$ cat src/rtl/epd_seq_pkg.sv
// Package for the panel sequencer: operation codes, step kinds and the
// reset/initialisation script. Assumes 16-bit panel coordinates.
package epd_seq_pkg;

    typedef enum logic [1:0] {
        OP_INIT    = 2'd0,
        OP_REFRESH = 2'd1,
        OP_WINDOW  = 2'd2,
        OP_SLEEP   = 2'd3
    } op_e;

    typedef enum logic [2:0] {
        K_CMD    = 3'd0,
        K_DATA   = 3'd1,
        K_STREAM = 3'd2,
        K_BUSY   = 3'd3,
        K_RSTLO  = 3'd4,
        K_SETTLE = 3'd5,
        K_END    = 3'd6
    } kind_e;

    typedef struct packed {
        kind_e      kind;
        logic [7:0] val;
    } step_t;

    localparam int COORD_W     = 16;
    localparam int TABLE_LEN   = 42;
    localparam int TABLE_COUNT = 5;
    localparam int INIT_STEPS  = 37;

    // {kind, value}: 0xx command, 1xx data, 300 busy, 400 reset low, 500 settle, 600 end
    localparam logic [10:0] INIT_TAB [INIT_STEPS] = '{
        11'h400, 11'h500, 11'h300,
        11'h000, 11'h13F, 11'h10A,
        11'h061, 11'h103, 11'h118, 11'h102, 11'h158, 11'h300,
        11'h065, 11'h100, 11'h100, 11'h100, 11'h100,
        11'h003, 11'h120,
        11'h001, 11'h107, 11'h117, 11'h13F, 11'h13F, 11'h117,
        11'h082, 11'h124,
        11'h006, 11'h125, 11'h125, 11'h13C, 11'h137,
        11'h030, 11'h109,
        11'h0E1, 11'h102,
        11'h600
    };

    function automatic step_t mk(kind_e k, logic [7:0] v);
        step_t s;
        s.kind = k;
        s.val  = v;
        return s;
    endfunction

endpackage

$ cat src/rtl/epd_ms_timer.sv
// Millisecond time base: counts whole milliseconds since the last clear.
// Assumes CYC_PER_MS >= 1; the count saturates at its maximum.
module epd_ms_timer #(
    parameter int CYC_PER_MS = 125000,
    parameter int MS_W       = 16
) (
    input  logic            clk,
    input  logic            rst_n,
    input  logic            clear,
    output logic [MS_W-1:0] ms
);
    localparam int PRE_W = $clog2(CYC_PER_MS + 1);

    logic [PRE_W-1:0] pre_q;

    // prescale the clock into millisecond ticks and count them
    always_ff @(posedge clk) begin
        if (!rst_n || clear) begin
            pre_q <= '0;
            ms    <= '0;
        end else if (pre_q == PRE_W'(CYC_PER_MS - 1)) begin
            pre_q <= '0;
            if (ms != '1) ms <= ms + 1'b1;
        end else begin
            pre_q <= pre_q + 1'b1;
        end
    end

    assert_pre_range_R1: assert property (@(posedge clk) disable iff (!rst_n)
        pre_q < PRE_W'(CYC_PER_MS));

endmodule

$ cat src/rtl/epd_script.sv
// Step generator: maps (operation, step index) onto one step of the
// byte/wait script. Purely combinational; assumes the coordinates are stable
// while an operation runs.
module epd_script
    import epd_seq_pkg::*;
#(
    parameter int IDX_W = 6
) (
    input  op_e                op,
    input  logic               full,
    input  logic [IDX_W-1:0]   idx,
    input  logic [COORD_W-1:0] x0,
    input  logic [COORD_W-1:0] x1,
    input  logic [COORD_W-1:0] y0,
    input  logic [COORD_W-1:0] y1,
    output step_t              step
);
    localparam int RF_TAIL = 3 + 2 * TABLE_COUNT;

    logic [3:0][COORD_W-1:0] coord;
    logic [8:0][7:0]         win;

    assign coord[0] = x0 & 16'hFFF8;
    assign coord[1] = x1 | 16'h0007;
    assign coord[2] = y0;
    assign coord[3] = y1;

    generate
        for (genvar g = 0; g < 4; g++) begin : g_win
            assign win[2*g]   = coord[g][15:8];
            assign win[2*g+1] = coord[g][7:0];
        end
    endgenerate
    assign win[8] = 8'h01;

    // select the step for the current operation and position
    always_comb begin
        int r;
        r    = int'(idx);
        step = mk(K_END, 8'h00);
        case (op)
            OP_INIT: begin
                if (r < INIT_STEPS) step = step_t'(INIT_TAB[r]);
            end
            OP_REFRESH: begin
                if (r == 0)            step = mk(K_CMD, 8'h50);
                else if (r == 1)       step = mk(K_DATA, full ? 8'hA9 : 8'h29);
                else if (r == 2)       step = mk(K_DATA, 8'h07);
                else if (r < RF_TAIL)  step = ((r - 3) % 2 == 0)
                                              ? mk(K_CMD, 8'h20 + 8'((r - 3) / 2))
                                              : mk(K_STREAM, 8'h00);
                else if (r == RF_TAIL)     step = mk(K_CMD, 8'h04);
                else if (r == RF_TAIL + 1) step = mk(K_BUSY, 8'h00);
                else if (r == RF_TAIL + 2) step = mk(K_CMD, 8'h12);
                else if (r == RF_TAIL + 3) step = mk(K_BUSY, 8'h00);
            end
            OP_WINDOW: begin
                if (r == 0)       step = mk(K_CMD, 8'h91);
                else if (r == 1)  step = mk(K_CMD, 8'h90);
                else if (r < 11)  step = mk(K_DATA, win[r-2]);
                else if (r == 11) step = mk(K_CMD, 8'h13);
                else if (r == 12) step = mk(K_STREAM, 8'h00);
                else if (r == 13) step = mk(K_CMD, 8'h92);
            end
            default: begin
                if (r == 0)      step = mk(K_CMD, 8'h07);
                else if (r == 1) step = mk(K_DATA, 8'hA5);
            end
        endcase
    end

endmodule

$ cat src/rtl/epd_seq.sv
// Panel reset and refresh sequencer (top). Walks the script one step at a
// time, hands bytes to a command/data master with a valid/ready handshake,
// polls the active-low busy line with a timeout and tracks deep sleep.
// Assumes win_x1 >= win_x0 and win_y1 >= win_y0 for window operations.
module epd_seq
    import epd_seq_pkg::*;
#(
    parameter int CYC_PER_MS      = 125000,
    parameter int RST_LOW_MS      = 15,
    parameter int RST_SETTLE_MS   = 10,
    parameter int BUSY_TIMEOUT_MS = 5000
) (
    input  logic               clk,
    input  logic               rst_n,
    input  logic               op_valid,
    input  logic [1:0]         op_code,
    input  logic               op_full,
    input  logic [COORD_W-1:0] win_x0,
    input  logic [COORD_W-1:0] win_x1,
    input  logic [COORD_W-1:0] win_y0,
    input  logic [COORD_W-1:0] win_y1,
    input  logic               busy_n,
    output logic               panel_rst_n,
    output logic               tx_valid,
    output logic               tx_dc,
    output logic               tx_stream,
    output logic [7:0]         tx_byte,
    input  logic               tx_ready,
    output logic               done,
    output logic               timeout_err,
    output logic               reject_err
);
    localparam int MAX_MS = (BUSY_TIMEOUT_MS > RST_LOW_MS) ? BUSY_TIMEOUT_MS : RST_LOW_MS;
    localparam int MS_W   = $clog2(MAX_MS + 1) + 1;
    localparam int IDX_W  = 6;
    localparam int CNT_W  = 2 * COORD_W;

    logic               run_q, asleep_q, full_q;
    op_e                op_q;
    logic [IDX_W-1:0]   idx_q;
    logic [CNT_W-1:0]   sent_q;
    logic [COORD_W-1:0] x0_q, x1_q, y0_q, y1_q;
    logic [MS_W-1:0]    ms;
    step_t              step;

    logic accept_init, accept_other, reject, hs, advance, expired, tmr_clear;
    logic [COORD_W-1:0] cols, rows;
    logic [CNT_W-1:0]   stream_len;

    epd_script #(.IDX_W(IDX_W)) u_script (
        .op(op_q), .full(full_q), .idx(idx_q),
        .x0(x0_q), .x1(x1_q), .y0(y0_q), .y1(y1_q), .step(step)
    );

    epd_ms_timer #(.CYC_PER_MS(CYC_PER_MS), .MS_W(MS_W)) u_timer (
        .clk(clk), .rst_n(rst_n), .clear(tmr_clear), .ms(ms)
    );

    // request classification: reset always wins, others need an idle awake block
    always_comb begin
        accept_init  = op_valid && (op_code == 2'd0);
        accept_other = op_valid && (op_code != 2'd0) && !run_q && !asleep_q;
        reject       = op_valid && (op_code != 2'd0) && (run_q || asleep_q);
    end

    // byte interface driven straight from the current step
    always_comb begin
        tx_valid    = run_q && (step.kind inside {K_CMD, K_DATA, K_STREAM});
        tx_dc       = (step.kind != K_CMD);
        tx_stream   = (step.kind == K_STREAM);
        tx_byte     = step.val;
        panel_rst_n = !(run_q && step.kind == K_RSTLO);
        hs          = tx_valid && tx_ready;
    end

    // length of the streamed run: one table, or the snapped window area
    always_comb begin
        cols       = ((x1_q | 16'h0007) >> 3) - (x0_q >> 3) + 16'd1;
        rows       = y1_q - y0_q + 16'd1;
        stream_len = (op_q == OP_REFRESH) ? CNT_W'(TABLE_LEN)
                                          : CNT_W'(cols) * CNT_W'(rows);
    end

    // decide whether the current step is finished or has timed out
    always_comb begin
        case (step.kind)
            K_CMD, K_DATA: advance = hs;
            K_STREAM:      advance = hs && (sent_q == stream_len - 1'b1);
            K_BUSY:        advance = busy_n;
            K_RSTLO:       advance = (ms >= MS_W'(RST_LOW_MS));
            K_SETTLE:      advance = (ms >= MS_W'(RST_SETTLE_MS));
            default:       advance = 1'b1;
        endcase
        expired   = run_q && (step.kind == K_BUSY) && !busy_n
                    && (ms >= MS_W'(BUSY_TIMEOUT_MS));
        tmr_clear = accept_init || accept_other || (run_q && advance);
    end

    // sequencer state: operation latch, step pointer, stream count, status pulses
    always_ff @(posedge clk) begin
        if (!rst_n) begin
            run_q       <= 1'b0;
            asleep_q    <= 1'b0;
            full_q      <= 1'b0;
            op_q        <= OP_INIT;
            idx_q       <= '0;
            sent_q      <= '0;
            x0_q        <= '0;
            x1_q        <= '0;
            y0_q        <= '0;
            y1_q        <= '0;
            done        <= 1'b0;
            timeout_err <= 1'b0;
            reject_err  <= 1'b0;
        end else begin
            done        <= 1'b0;
            timeout_err <= 1'b0;
            reject_err  <= reject;
            if (accept_init || accept_other) begin
                run_q  <= 1'b1;
                op_q   <= op_e'(op_code);
                full_q <= op_full;
                idx_q  <= '0;
                sent_q <= '0;
                x0_q   <= win_x0;
                x1_q   <= win_x1;
                y0_q   <= win_y0;
                y1_q   <= win_y1;
                if (accept_init) asleep_q <= 1'b0;
            end else if (run_q) begin
                if (expired) begin
                    run_q       <= 1'b0;
                    timeout_err <= 1'b1;
                end else if (advance) begin
                    sent_q <= '0;
                    if (step.kind == K_END) begin
                        run_q <= 1'b0;
                        done  <= 1'b1;
                        if (op_q == OP_SLEEP) asleep_q <= 1'b1;
                    end else begin
                        idx_q <= idx_q + 1'b1;
                    end
                end else if (hs) begin
                    sent_q <= sent_q + 1'b1;
                end
            end
        end
    end

    assert_hold_R9: assert property (@(posedge clk) disable iff (!rst_n)
        (tx_valid && !tx_ready && !op_valid) |=> (tx_valid && $stable(tx_byte) && $stable(tx_dc)));

    assert_quiet_rst_R1: assert property (@(posedge clk) disable iff (!rst_n)
        !panel_rst_n |-> !tx_valid);

    assert_sleep_quiet_R6: assert property (@(posedge clk) disable iff (!rst_n)
        (asleep_q && !run_q) |-> (!tx_valid && panel_rst_n));

    assert_reject_cause_R7: assert property (@(posedge clk) disable iff (!rst_n)
        reject_err |-> $past(op_valid));

    assert_done_idle_R8: assert property (@(posedge clk) disable iff (!rst_n)
        done |-> (!run_q && !timeout_err));

endmodule

$ cat config.mk
export PLATFORM = sky130hd
export DESIGN_NAME = epd_seq
export DESIGN_NICKNAME = d
export VERILOG_FILES = /design/src/rtl/epd_seq_pkg.sv /design/src/rtl/epd_ms_timer.sv /design/src/rtl/epd_script.sv /design/src/rtl/epd_seq.sv
export SDC_FILE = /design/constraint.sdc
export NUM_CORES = 1
export LEC_CHECK = 0
export BUFFER_PORTS_ARGS = -buffer_cell sky130_fd_sc_hd__buf_2
export CORE_MARGIN = 10
export CORE_UTILIZATION = 45
export CTS_BUF_LIST = sky130_fd_sc_hd__clkbuf_8
export DETAILED_ROUTE_END_ITERATION = 10
export GPL_ROUTABILITY_DRIVEN = 0
export PLACE_DENSITY_LB_ADDON = 0.08
export SETUP_SLACK_MARGIN = 0.02
export SLEW_MARGIN = 0
export SYNTH_ARGS = -nofsm -noshare
export SYNTH_HDL_FRONTEND = slang
export SYNTH_SLANG_ARGS = --single-unit
$ cat constraint.sdc
create_clock -name clk -period 20.9 [get_ports clk]
set_clock_uncertainty 0.1 [all_clocks]
set_input_delay 5.225 -clock clk [delete_from_list [all_inputs] [get_ports clk]]
set_output_delay 5.225 -clock clk [all_outputs]
set_load 0.03 [all_outputs]
After elaboration in Yosys (flattened, before gate mapping):

Memories as Yosys holds them, arrays and structs flattened.
Index checks and enable logic that the tools add are counted.

* add/sub/neg operators: 13
* multiply operators: 1
* div/mod/pow operators: 0
* order comparisons: 8
* equal/unequal tests: 22
* shift-type cells: 0
* multiplexer cells: 43
* bitwise operators: 7
* reductions and logical operators: 44

Operators by type and width (count)
* $mux W11: 19
* $mux W32: 3
* $pmux W11 S3: 1
* $add A32 B1 Y32 const B: 1
* $bmux W8 S4: 1
* $eq A32 B32 Y1: 1
* $ge A32 B7 Y1 const B: 1
* $logic_not A32 Y1: 1
* $lt A32 B6 Y1 const B: 1
* $mul A16 B16 Y32: 1
* $not A6 Y32: 1
* $sub A32 B1 Y32 const B: 1
* $eq A6 B5 Y1 const B: 5
* $ge A14 B4 Y1 const B: 2
* $mux W8: 3
* $add A17 B1 Y17 const B: 1
* $eq A17 B17 Y1 const B: 1
* $add A16 B1 Y16 const B: 1
* $sub A16 B16 Y16: 1
* $add A14 B2 Y15 const B: 1
* $add A14 B1 Y14 const B: 1
* $ge A14 B13 Y1 const B: 1
* $mux W1: 14
* $ne A14 B14 Y1 const B: 1
* other kinds (36): 74

* register bits: 141
* latch bits: 0
* memory bits (writable): 0
* ROM bits: 704
* memories kept: 1

Memories
* (name not given): depth 64, bits a word 11, rd ports 1, clocked after Yosys merged registers in 0, wr ports 0, line epd_script.sv:43 `if (r < INIT_STEPS) step = step_t'(INIT_TAB[r]);`

Longest topological paths before layout:

Gate-level depths: netlist (run 1).

* word-level depth: 20
* mapped depth: 44
* gate-level depth less buffers: 40

By module:

A second synthesis (run 1) with hierarchy kept.

* cell total of the unflattened synthesis: 2431
* area total of the unflattened synthesis: 19676.4 um2

By module, submodules not included
* epd_seq: times used 1, cells each 1982, area each 16159.2 um2, seq. area each 2202.1 um2
* epd_script: times used 1, cells each 270, area each 1936.9 um2, seq. area each 0.0 um2
* epd_ms_timer: times used 1, cells each 179, area each 1580.3 um2, seq. area each 620.6 um2

Worst setup path after synthesis (run 1):

OpenSTA, ideal clock, no wires.

* path kind: register -> register
* start point: register y1_q[1]
* end point: register sent_q[25]
* data arrival time: 11155 ps
* data required time: 20666 ps
* setup slack: 9511 ps
* stages on the path, launching flop included: 44
* clock period less this slack: 11389 ps
* cell sequence: dfxtp_1 > inv_1 > ha_1 > inv_1 > ha_1 > fa_1 > a21o_1 > a21oi_1 > o21bai_1 > a21oi_1 > o21bai_1 > a21oi_1 > nor2b_1 > o21a_1 > o41ai_1 > o21bai_1 > a21oi_1 > xnor2_1 > [8 not listed] > inv_1 > ha_1 > clkbuf_1 > nand4_1 > nor2_1 > and3_1 > a211oi_1 > mux2_2 > or3_1 > or4_1 > a211oi_1 > nor3_1 > or4b_1 > or4_1 > buf_6 > a21boi_4 > buf_6 > nor3_2

* cells in the longest elaborated chain, start to end: 10

Ends and longest elaborated chain
* start, declared: line epd_seq.sv:42 `logic [COORD_W-1:0] x0_q, x1_q, y0_q, y1_q;`
* start signal, assigned: line epd_seq.sv:128 `y1_q <= win_y1;`
* $sub A16 B16 Y16 (*): line epd_seq.sv:79 `rows = y1_q - y0_q + 16'd1;`
* $add A16 B1 Y16 (*): line epd_seq.sv:79
* $mul A16 B16 Y32 (*): line epd_seq.sv:81 `: CNT_W'(cols) * CNT_W'(rows);`
* $mux W32 (*): line epd_seq.sv:80 `stream_len = (op_q == OP_REFRESH) ? CNT_W'(TABLE_LEN)`
* $sub A32 B1 Y32 (*): line epd_seq.sv:88 `K_STREAM: advance = hs && (sent_q == stream_len - 1'b1);`
* $eq A32 B32 Y1 (*): line epd_seq.sv:88
* $logic_and A1 B1 Y1 (*): line epd_seq.sv:88
* $pmux W1 S5 (*): line epd_seq.sv:86 `case (step.kind)`
* $reduce_bool A2 Y1 (no line)
* $reduce_and A3 Y1 (no line)
* end signal, assigned: line epd_seq.sv:144 `sent_q <= sent_q + 1'b1;`
* end, declared: line epd_seq.sv:41 `logic [CNT_W-1:0] sent_q;`

Every way passes the cells marked *; elsewhere a longest branch is shown, timed or not.
A chain may end at the register's enable or synchronous reset.

Final worst setup path (run 1):

* start point: register y1_q[1]
* end point: register sent_q[11]

Same word-level chain as after synthesis.

==> results of run 1 <==
-- final cells by class --
class                           instances  share of cell area
Multi-Input combinational cell       1887               0.738
Sequential cell                       135               0.130
Inverter                              266              0.0480
Tap cell                              585              0.0352
Timing Repair Buffer                  104              0.0279
Clock buffer                           17              0.0112
Clock inverter                         15             0.00980
-- metal layers --
layer,GRT usage,part of all wire,vias up
li1,-,-,8061
met1,0.275,0.47,8061
met2,0.330,0.46,440
met3,0.0405,0.056,69
met4,0.0512,0.018,0
met5,0,0,-
-- cell usage in the layout (no fill, tap or decap), types with 14 or more instances in the layout --
cell type  count
a21boi_0      74
a21oi_1       74
and2_1       107
and3_1        28
buf_2         80
buf_4         24
clkbuf_8      17
dfxtp_1      135
fa_1         195
ha_1         167
inv_1        264
mux2i_1       14
nand2_1      404
nand2b_1      18
nand3_1       58
nand4_1       28
nor2_1       140
nor3_1        45
nor3_2        32
nor4_1        15
o21ai_0       72
xnor2_1       70
xor2_1        61
-- kinds of logic after synthesis --
group | after synthesis
and+or+nand+nor | 961
buffers and inverters | 393
AOI/OAI and AO/OA | 385
adders and majority gates | 362
xor gates and xnor gates | 148
DFF | 135
muxes | 31
-- state kept, by name, indices dropped and copies added, names as in the netlist --
signal,flops
y1_q,16
reject_err,1
timeout_err,1
x0_q,13
op_q,2
u_timer.ms,14
asleep_q,1
run_q,1
y0_q,16
idx_q,6
full_q,1
done,1
x1_q,13
u_timer.pre_q,17
sent_q,32
-- through the flow --
step                 util  std cells  worst slack (ns)  hold WS (ns)
finish              0.484       3009              7.39         0.354
global route        0.484       3009              6.45         0.376
CTS                 0.484       3009              7.40         0.357
detailed placement  0.474       2977              7.44         0.345
global placement    0.474       2977              7.49         0.331
floorplan               -       2415              9.51         0.317
-- worst max path at each step --
stage                       start               end  slack (ns)  cells past startpoint
after floorplan           y1_q[1]        sent_q[25]        9.51                     43
after global routing      y1_q[1]  u_timer.pre_q[2]        6.45                     42
after global placement    y1_q[1]        sent_q[19]        7.49                     41
after detailed placement  y1_q[1]        sent_q[18]        7.44                     41
after CTS                 y1_q[1]        sent_q[11]        7.40                     41
final                     y1_q[1]        sent_q[11]        7.39                     41
==> run metrics, run 1 <==
post-detailed-route wirelength per cell=17.8 microns; number of synthesized register bits=135; number of synthesized flops with an enable pin=0; TritonCTS Buffers=17; CTS tree=yes; Detailed Place HPWL=41800 microns; setup repair bufs after CTS=0; Mapped Nets=2849; fraction of the mapped netlist area in adder cells=0.306; predominant post-synthesis flop cell=dfxtp_1; Worst path slowest cell=or4_1; synthesis-to-layout area growth=6.37%; time the final worst path needs with I/O delays and setup=13.51 ns; count of max-cap constraint violations=0; distinct cell type count of the synthesized netlist=102; outcome=completed; Layout Nets=2845; initial DRC count=955; Synth Area in Compound Gates=0.137; via count of the first global-routing pass=16700; Crit Path Max Fanout=47; Critical path buffers and inverters=5; data required time of the critical path=21.16 ns; unrepaired setup endpoints after global routing=no; sequential cell area in the final layout=2700 sq um; global-route wire length before repair=87800 microns; # diodes=0; Worst-path clk slew=0.09 ns; Synthesis Warnings=0; CP delay by family, top=adder cells; startpoint kind of the worst setup timing path=flip-flop; r2r worst-path depth=41; number of clock sinks=135; number of filler instances in the final layout=4324; final hold violations=0; die footprint=52200 sq um; startpoint-to-endpoint class of the critical path=flip-flop to flip-flop; clock root buffer=clkbuf_8; y dimension of the die=228 microns; final setup violating endpoints=0; cell accounting for the most synthesized area=fa_1; launch point of the worst hold path=u_timer.pre_q[0]; die width=228 microns; parity-gate share of the synthesized area counting xor and xnor cells=0.0674; maximum operating frequency=0.0740 GHz; cell count after synthesis=2415; Register-to-Register Setup Slack=7.39 ns; list of most frequent post-synthesis cells=nand2_1 (406), inv_1 (264), fa_1 (195); kind of capture point of the worst setup path=flip-flop; reg-to-reg critical path endpoint=sent_q[11]; CP most frequent cell=fa_1; I/O pin total=87; setup_tns=0 ns; Min-Delay Endpoint=u_timer.pre_q[0]; total of hold buffers inserted after clock tree synthesis=0; proportion of layout cells with a drive suffix above 1=0.0990; share of the synthesized area in the top cell type=0.200; worst r2r src=y1_q[1]; cell depth of the worst hold path=1; number of core rows=76; simple-gate share of the synthesized area=0.244; Slew Viols, Final=0; detail-routed via count per cell=5.53; total area of multi-input combinational cells=15400 sq um; ranking of synthesized cells by area=fa_1 (20%), dfxtp_1 (14%), ha_1 (11%), nand2_1 (7.8%), inv_1 (5.1%); clock insertion delay at the later pin of the skew report=0.50 ns; path type of the worst min-delay path=flip-flop to flip-flop; Slew @ Worst Pin=1.14 ns; detailed-routing iteration count for the pre-antenna-repair pass=6; maximum buffer depth of the clock tree=2; mux contribution to synthesized area=0.0244; Resize count post-CTS=0; Final Instance Area=20800 sq um; leading cell type by number of instances after synthesis=nand2_1; Post-Synthesis Cell Area=19600 sq um; share of the cycle needed by the critical path after routing=0.647; DR DRC count=0; arrival time at the worst endpoint=13.77 ns; sequential share of the synthesized area=0.138; initial antenna violation count=0; largest family of logic cells by synthesized area=adder cells; Avg Synthesized Cell Area=8.10 sq um; ANT nets after route=0; maximum level of the CTS H-tree=4; worst relative slew slack=0.243; number of port buffers=80; via count=16600; post-placement cell area=20400 sq um; biggest cell delay along the critical path=0.73 ns; starting utilization of the core area=0.455; FFs w/ async S/R, synth=0; Detailed Route WL=53600 microns; GRT overflow=0; core area=43000 sq um; total global routing track utilization=0.204; maximum number of pins on one net before global-route repair=67
Power of run 1 is left out: the tool's default activity adds up to more than one toggle a clock period on the data nets, which glitch-free logic cannot reach.
==> inputs of run 2 (changes only) <==
==> constraint.sdc (replaced) <==
create_clock -name clk -period 11.1 [get_ports clk]
set_clock_uncertainty 0.1 [all_clocks]
set_input_delay 2.775 -clock clk [delete_from_list [all_inputs] [get_ports clk]]
set_output_delay 2.775 -clock clk [all_outputs]
set_load 0.03 [all_outputs]
==> run metrics, run 2 (synthesis results as in run 1) <==
final cell count without fillers=3162; biggest cell delay along the critical path=0.59 ns; detail-routed via count per cell=5.43; path type of the worst min-delay path=flip-flop to flip-flop; post-detailed-route wirelength per cell=17.3 microns; Crit Path Max Fanout=8; Detailed Route WL=54600 microns; data required time of the critical path=11.39 ns; Fin Hold WS=0.370 ns; clock root buffer=clkbuf_8; via count of the first global-routing pass=17200; arrival time at the worst endpoint=10.99 ns; final core utilization=0.520; largest registers=sent_q: 32 flops, u_timer.pre_q: 17 flops; maximum operating frequency=0.0934 GHz; maximum buffer depth of the clock tree=2; Slew @ Worst Pin=1.06 ns; final hold violations=0; Register-to-Register Setup Slack=0.40 ns; Layout Nets=2998; most frequent cells in the layout=nand2_1 (400), inv_1 (263), fa_1 (189); total global routing track utilization=0.206; synthesis-to-layout area growth=14.4%; global-route wire length before repair=89100 microns; GRT overflow=0; y dimension of the die=228 microns; launch point of the worst hold path=u_timer.pre_q[0]; startpoint-to-endpoint class of the critical path=flip-flop to flip-flop; DR DRC count=0; final setup violating endpoints=0; Slew Viols, Final=0; clock insertion delay at the later pin of the skew report=0.49 ns; TritonCTS Buffers=17; startpoint kind of the worst setup timing path=flip-flop; detailed-routing iteration count for the pre-antenna-repair pass=6; # diodes=0; r2r worst-path depth=43; die footprint=52200 sq um; Worst-path clk slew=0.08 ns; number of core rows=76; die width=228 microns; placed instance count=3113; number of filler instances in the final layout=4248; worst r2r src=y1_q[1]; core area=43000 sq um; most common cell after layout, fill and taps aside=nand2_1; number of port buffers=80; proportion of layout cells with a drive suffix above 1=0.182; initial antenna violation count=0; I/O pin total=87; initial DRC count=1306; register with the highest flop count=sent_q; Critical path buffers and inverters=7; maximum level of the CTS H-tree=4; outcome=completed; total area of multi-input combinational cells=15700 sq um; time the final worst path needs with I/O delays and setup=10.70 ns; number of clock sinks=135; Detailed Place HPWL=43100 microns; sequential cell area in the final layout=2710 sq um; via count=17200; Worst path slowest cell=or4_4; CP delay by family, top=adder cells; starting utilization of the core area=0.455; kind of capture point of the worst setup path=flip-flop; maximum number of pins on one net before global-route repair=67; total of hold buffers inserted after clock tree synthesis=0; reg-to-reg critical path endpoint=u_timer.pre_q[10]; share of the cycle needed by the critical path after routing=0.964; cell depth of the worst hold path=1; count of max-cap constraint violations=0; worst relative slew slack=0.296; flip-flop count of the largest register after layout=32; ANT nets after route=0; CTS tree=yes; Min-Delay Endpoint=u_timer.pre_q[0]
[run 2: changes by cell type in the layout (fill, tap and decap cells not counted), sizes merged]
cell,change
bufinv,-3
inv,-5
clkinv,+4
clkinvlp,+3
clkbuf,+3
buf,+151
[run 2: how the worst max path moves through the flow]
stage                     startpoint           endpoint  slack, ns  cells past startpoint
after global placement       y1_q[1]      u_timer.ms[1]      -0.20                     41
final                        y1_q[1]  u_timer.pre_q[10]       0.40                     43
after detailed placement     y1_q[1]      u_timer.ms[1]      -0.22                     39
after CTS                    y1_q[1]         sent_q[17]       0.02                     41
after global routing         y1_q[1]   u_timer.pre_q[0]      -0.06                     43
after floorplan              y1_q[1]         sent_q[25]       0.05                     43
[run 2: area by class of cell]
cell class | count | area share
Clock buffer | 18 | 0.0111
Inverter | 266 | 0.0446
Sequential cell | 135 | 0.121
Tap cell | 585 | 0.0327
Timing Repair Buffer | 257 | 0.0825
Clock inverter | 14 | 0.00464
Multi-Input combinational cell | 1887 | 0.703
[run 2: metal layers]
metal  global-route usage  routed length (microns)
met2                0.336                    25100
met5                    0                        0
met3               0.0258                     2660
met4               0.0506                     1020
met1                0.283                    25800
[run 2: metrics by stage]
stage / area (sq um) / setup slack [ns] / setup TNS (ns)
finish: 22400 / 0.397 / 0
global route: 22400 / -0.0622 / -1.85
CTS: 21900 / 0.0219 / 0
detailed placement: 21300 / -0.223 / -11.47
global placement: 21300 / -0.204 / -10.27
floorplan: 19600 / 0.0499 / 0
[run 2: timing repair]
action	4_1_cts	5_1_grt
endpoints found under the setup margin	69	69
resized for setup	20	102
buffers inserted	4	11
gates cloned	1	3
pin swaps	13	73
Power of run 2 is left out for the same reason.
==> inputs of run 3 (changes only) <==
==> constraint.sdc (replaced) <==
create_clock -name clk -period 11.1 [get_ports clk]
set_clock_uncertainty 0.1 [all_clocks]
set_input_delay 0 -clock clk [delete_from_list [all_inputs] [get_ports clk]]
set_output_delay 0 -clock clk [all_outputs]
set_load 0.03 [all_outputs]
==> run metrics, run 3 (synthesis results as in run 1) <==
outcome=completed; synthesis-to-layout area growth=16.2%; die width=228 microns; number of core rows=76; starting utilization of the core area=0.455; CTS tree=yes; arrival time at the worst endpoint=11.04 ns; Crit Path Max Fanout=15; detail-routed via count per cell=5.46; register with the highest flop count=sent_q; post-detailed-route wirelength per cell=17.5 microns; maximum buffer depth of the clock tree=2; number of port buffers=80; Slew Viols, Final=0; Worst-path clk slew=0.09 ns; Detailed Route WL=55600 microns; kind of capture point of the worst setup path=flip-flop; via count=17400; Detailed Place HPWL=43200 microns; total global routing track utilization=0.212; clock root buffer=clkbuf_8; global-route wire length before repair=91500 microns; sequential cell area in the final layout=2700 sq um; launching instance or port of the critical path=y1_q[1]; largest registers=sent_q: 32 flops, u_timer.pre_q: 17 flops; # diodes=0; initial antenna violation count=0; clock insertion delay at the later pin of the skew report=0.50 ns; number of filler instances in the final layout=4136; y dimension of the die=228 microns; time the final worst path needs with I/O delays and setup=10.75 ns; setup_tns=0 ns; core area=43000 sq um; count of max-cap constraint violations=0; I/O pin total=87; final core utilization=0.529; final hold violations=0; detailed-routing iteration count for the pre-antenna-repair pass=5; most common cell after layout, fill and taps aside=nand2_1; startpoint-to-endpoint class of the critical path=flip-flop to flip-flop; GRT overflow=0; CP most frequent cell=fa_1; via count of the first global-routing pass=17700; CP delay by family, top=adder cells; Layout Nets=3018; worst relative slew slack=0.294; initial DRC count=1278; die footprint=52200 sq um; Slew @ Worst Pin=1.05 ns; Worst path slowest cell=fa_1; data required time of the critical path=11.39 ns; proportion of layout cells with a drive suffix above 1=0.156; maximum number of pins on one net before global-route repair=67; Critical path buffers and inverters=5; TritonCTS Buffers=17; biggest cell delay along the critical path=0.57 ns; most frequent cells in the layout=nand2_1 (402), inv_1 (265), fa_1 (193); maximum operating frequency=0.0930 GHz; ANT nets after route=0; path type of the worst min-delay path=primary input to flip-flop; worst r2r src=y1_q[1]; maximum level of the CTS H-tree=4; number of clock sinks=135; launch point of the worst hold path=rst_n; startpoint kind of the worst setup timing path=flip-flop; final setup violating endpoints=0; flip-flop count of the largest register after layout=32; total area of multi-input combinational cells=15700 sq um; DR DRC count=0; share of the cycle needed by the critical path after routing=0.968
run 3: cell count changes in the layout (fill, tap and decap cells not counted), sizes merged:
cell / before / now
bufbuf: 0 / 1
clkinvlp: 4 / 1
bufinv: 0 / 5
clkbuf: 20 / 19
clkinv: 7 / 5
buf: 255 / 209
dlygate4sd3: 0 / 66
run 3: repair_timing:
item | in CTS | in global routing
endpoints found under the setup margin | 61 | 69
setup buffers | 0 | 9
hold buffers | 66 | 0
cloned | 1 | 1
resized for setup | 14 | 86
endpoints found under the hold margin | 66 | 0
pin swaps | 2 | 50
run 3: worst paths after layout:
path / endpoint / slack [ns] / cells past startpoint
setup / recovery: u_timer.pre_q[10] / 0.35 / 41
hold / removal: run_q / 0.03 / 3
setup reg to reg: u_timer.pre_q[10] / 0.35 / 41
hold reg to reg: u_timer.pre_q[0] / 0.36 / 1
run 3: cell type report:
type,instances,share of cell area
Clock inverter,14,0.00964
Sequential cell,135,0.119
Multi-Input combinational cell,1887,0.690
Timing Repair Buffer,277,0.0940
Tap cell,585,0.0322
Inverter,266,0.0439
Clock buffer,18,0.0109
run 3: worst register-to-register path: cells and delay by family, from the launching register on:
kind / cells / cell delay (ns)
adder cells (fa/ha/maj): 10 / 4.16
AO/OA/AOI/OAI: 13 / 2.33
buffers and inverters: 5 / 0.55
multiplexers: 1 / 0.34
flip-flops: 1 / 0.33
XOR/XNOR: 1 / 0.18
AND/OR/NAND/NOR: 11 / 2.65
run 3: layer usage:
metal | track usage | vias to the layer above | share of wire
met3 | 0.0354 | 85 | 0.055
li1 | - | 8385 | -
met2 | 0.345 | 487 | 0.46
met5 | 0 | - | 0
met4 | 0.0648 | 0 | 0.025
met1 | 0.282 | 8421 | 0.46
run 3: stage by stage:
step | instance area, sq um | instances | hold WS [ns] | setup WS (ns)
global placement | 21000 | 3073 | 0.150 | 0.0380
detailed placement | 21000 | 3073 | 0.161 | -0.0799
global route | 22700 | 3182 | 0.0408 | -0.0561
CTS | 22300 | 3172 | 0.000429 | 0.0123
floorplan | 19600 | 2415 | 0.0138 | 0.0499
finish | 22700 | 3182 | 0.0259 | 0.352
Power of run 3 is left out for the same reason.
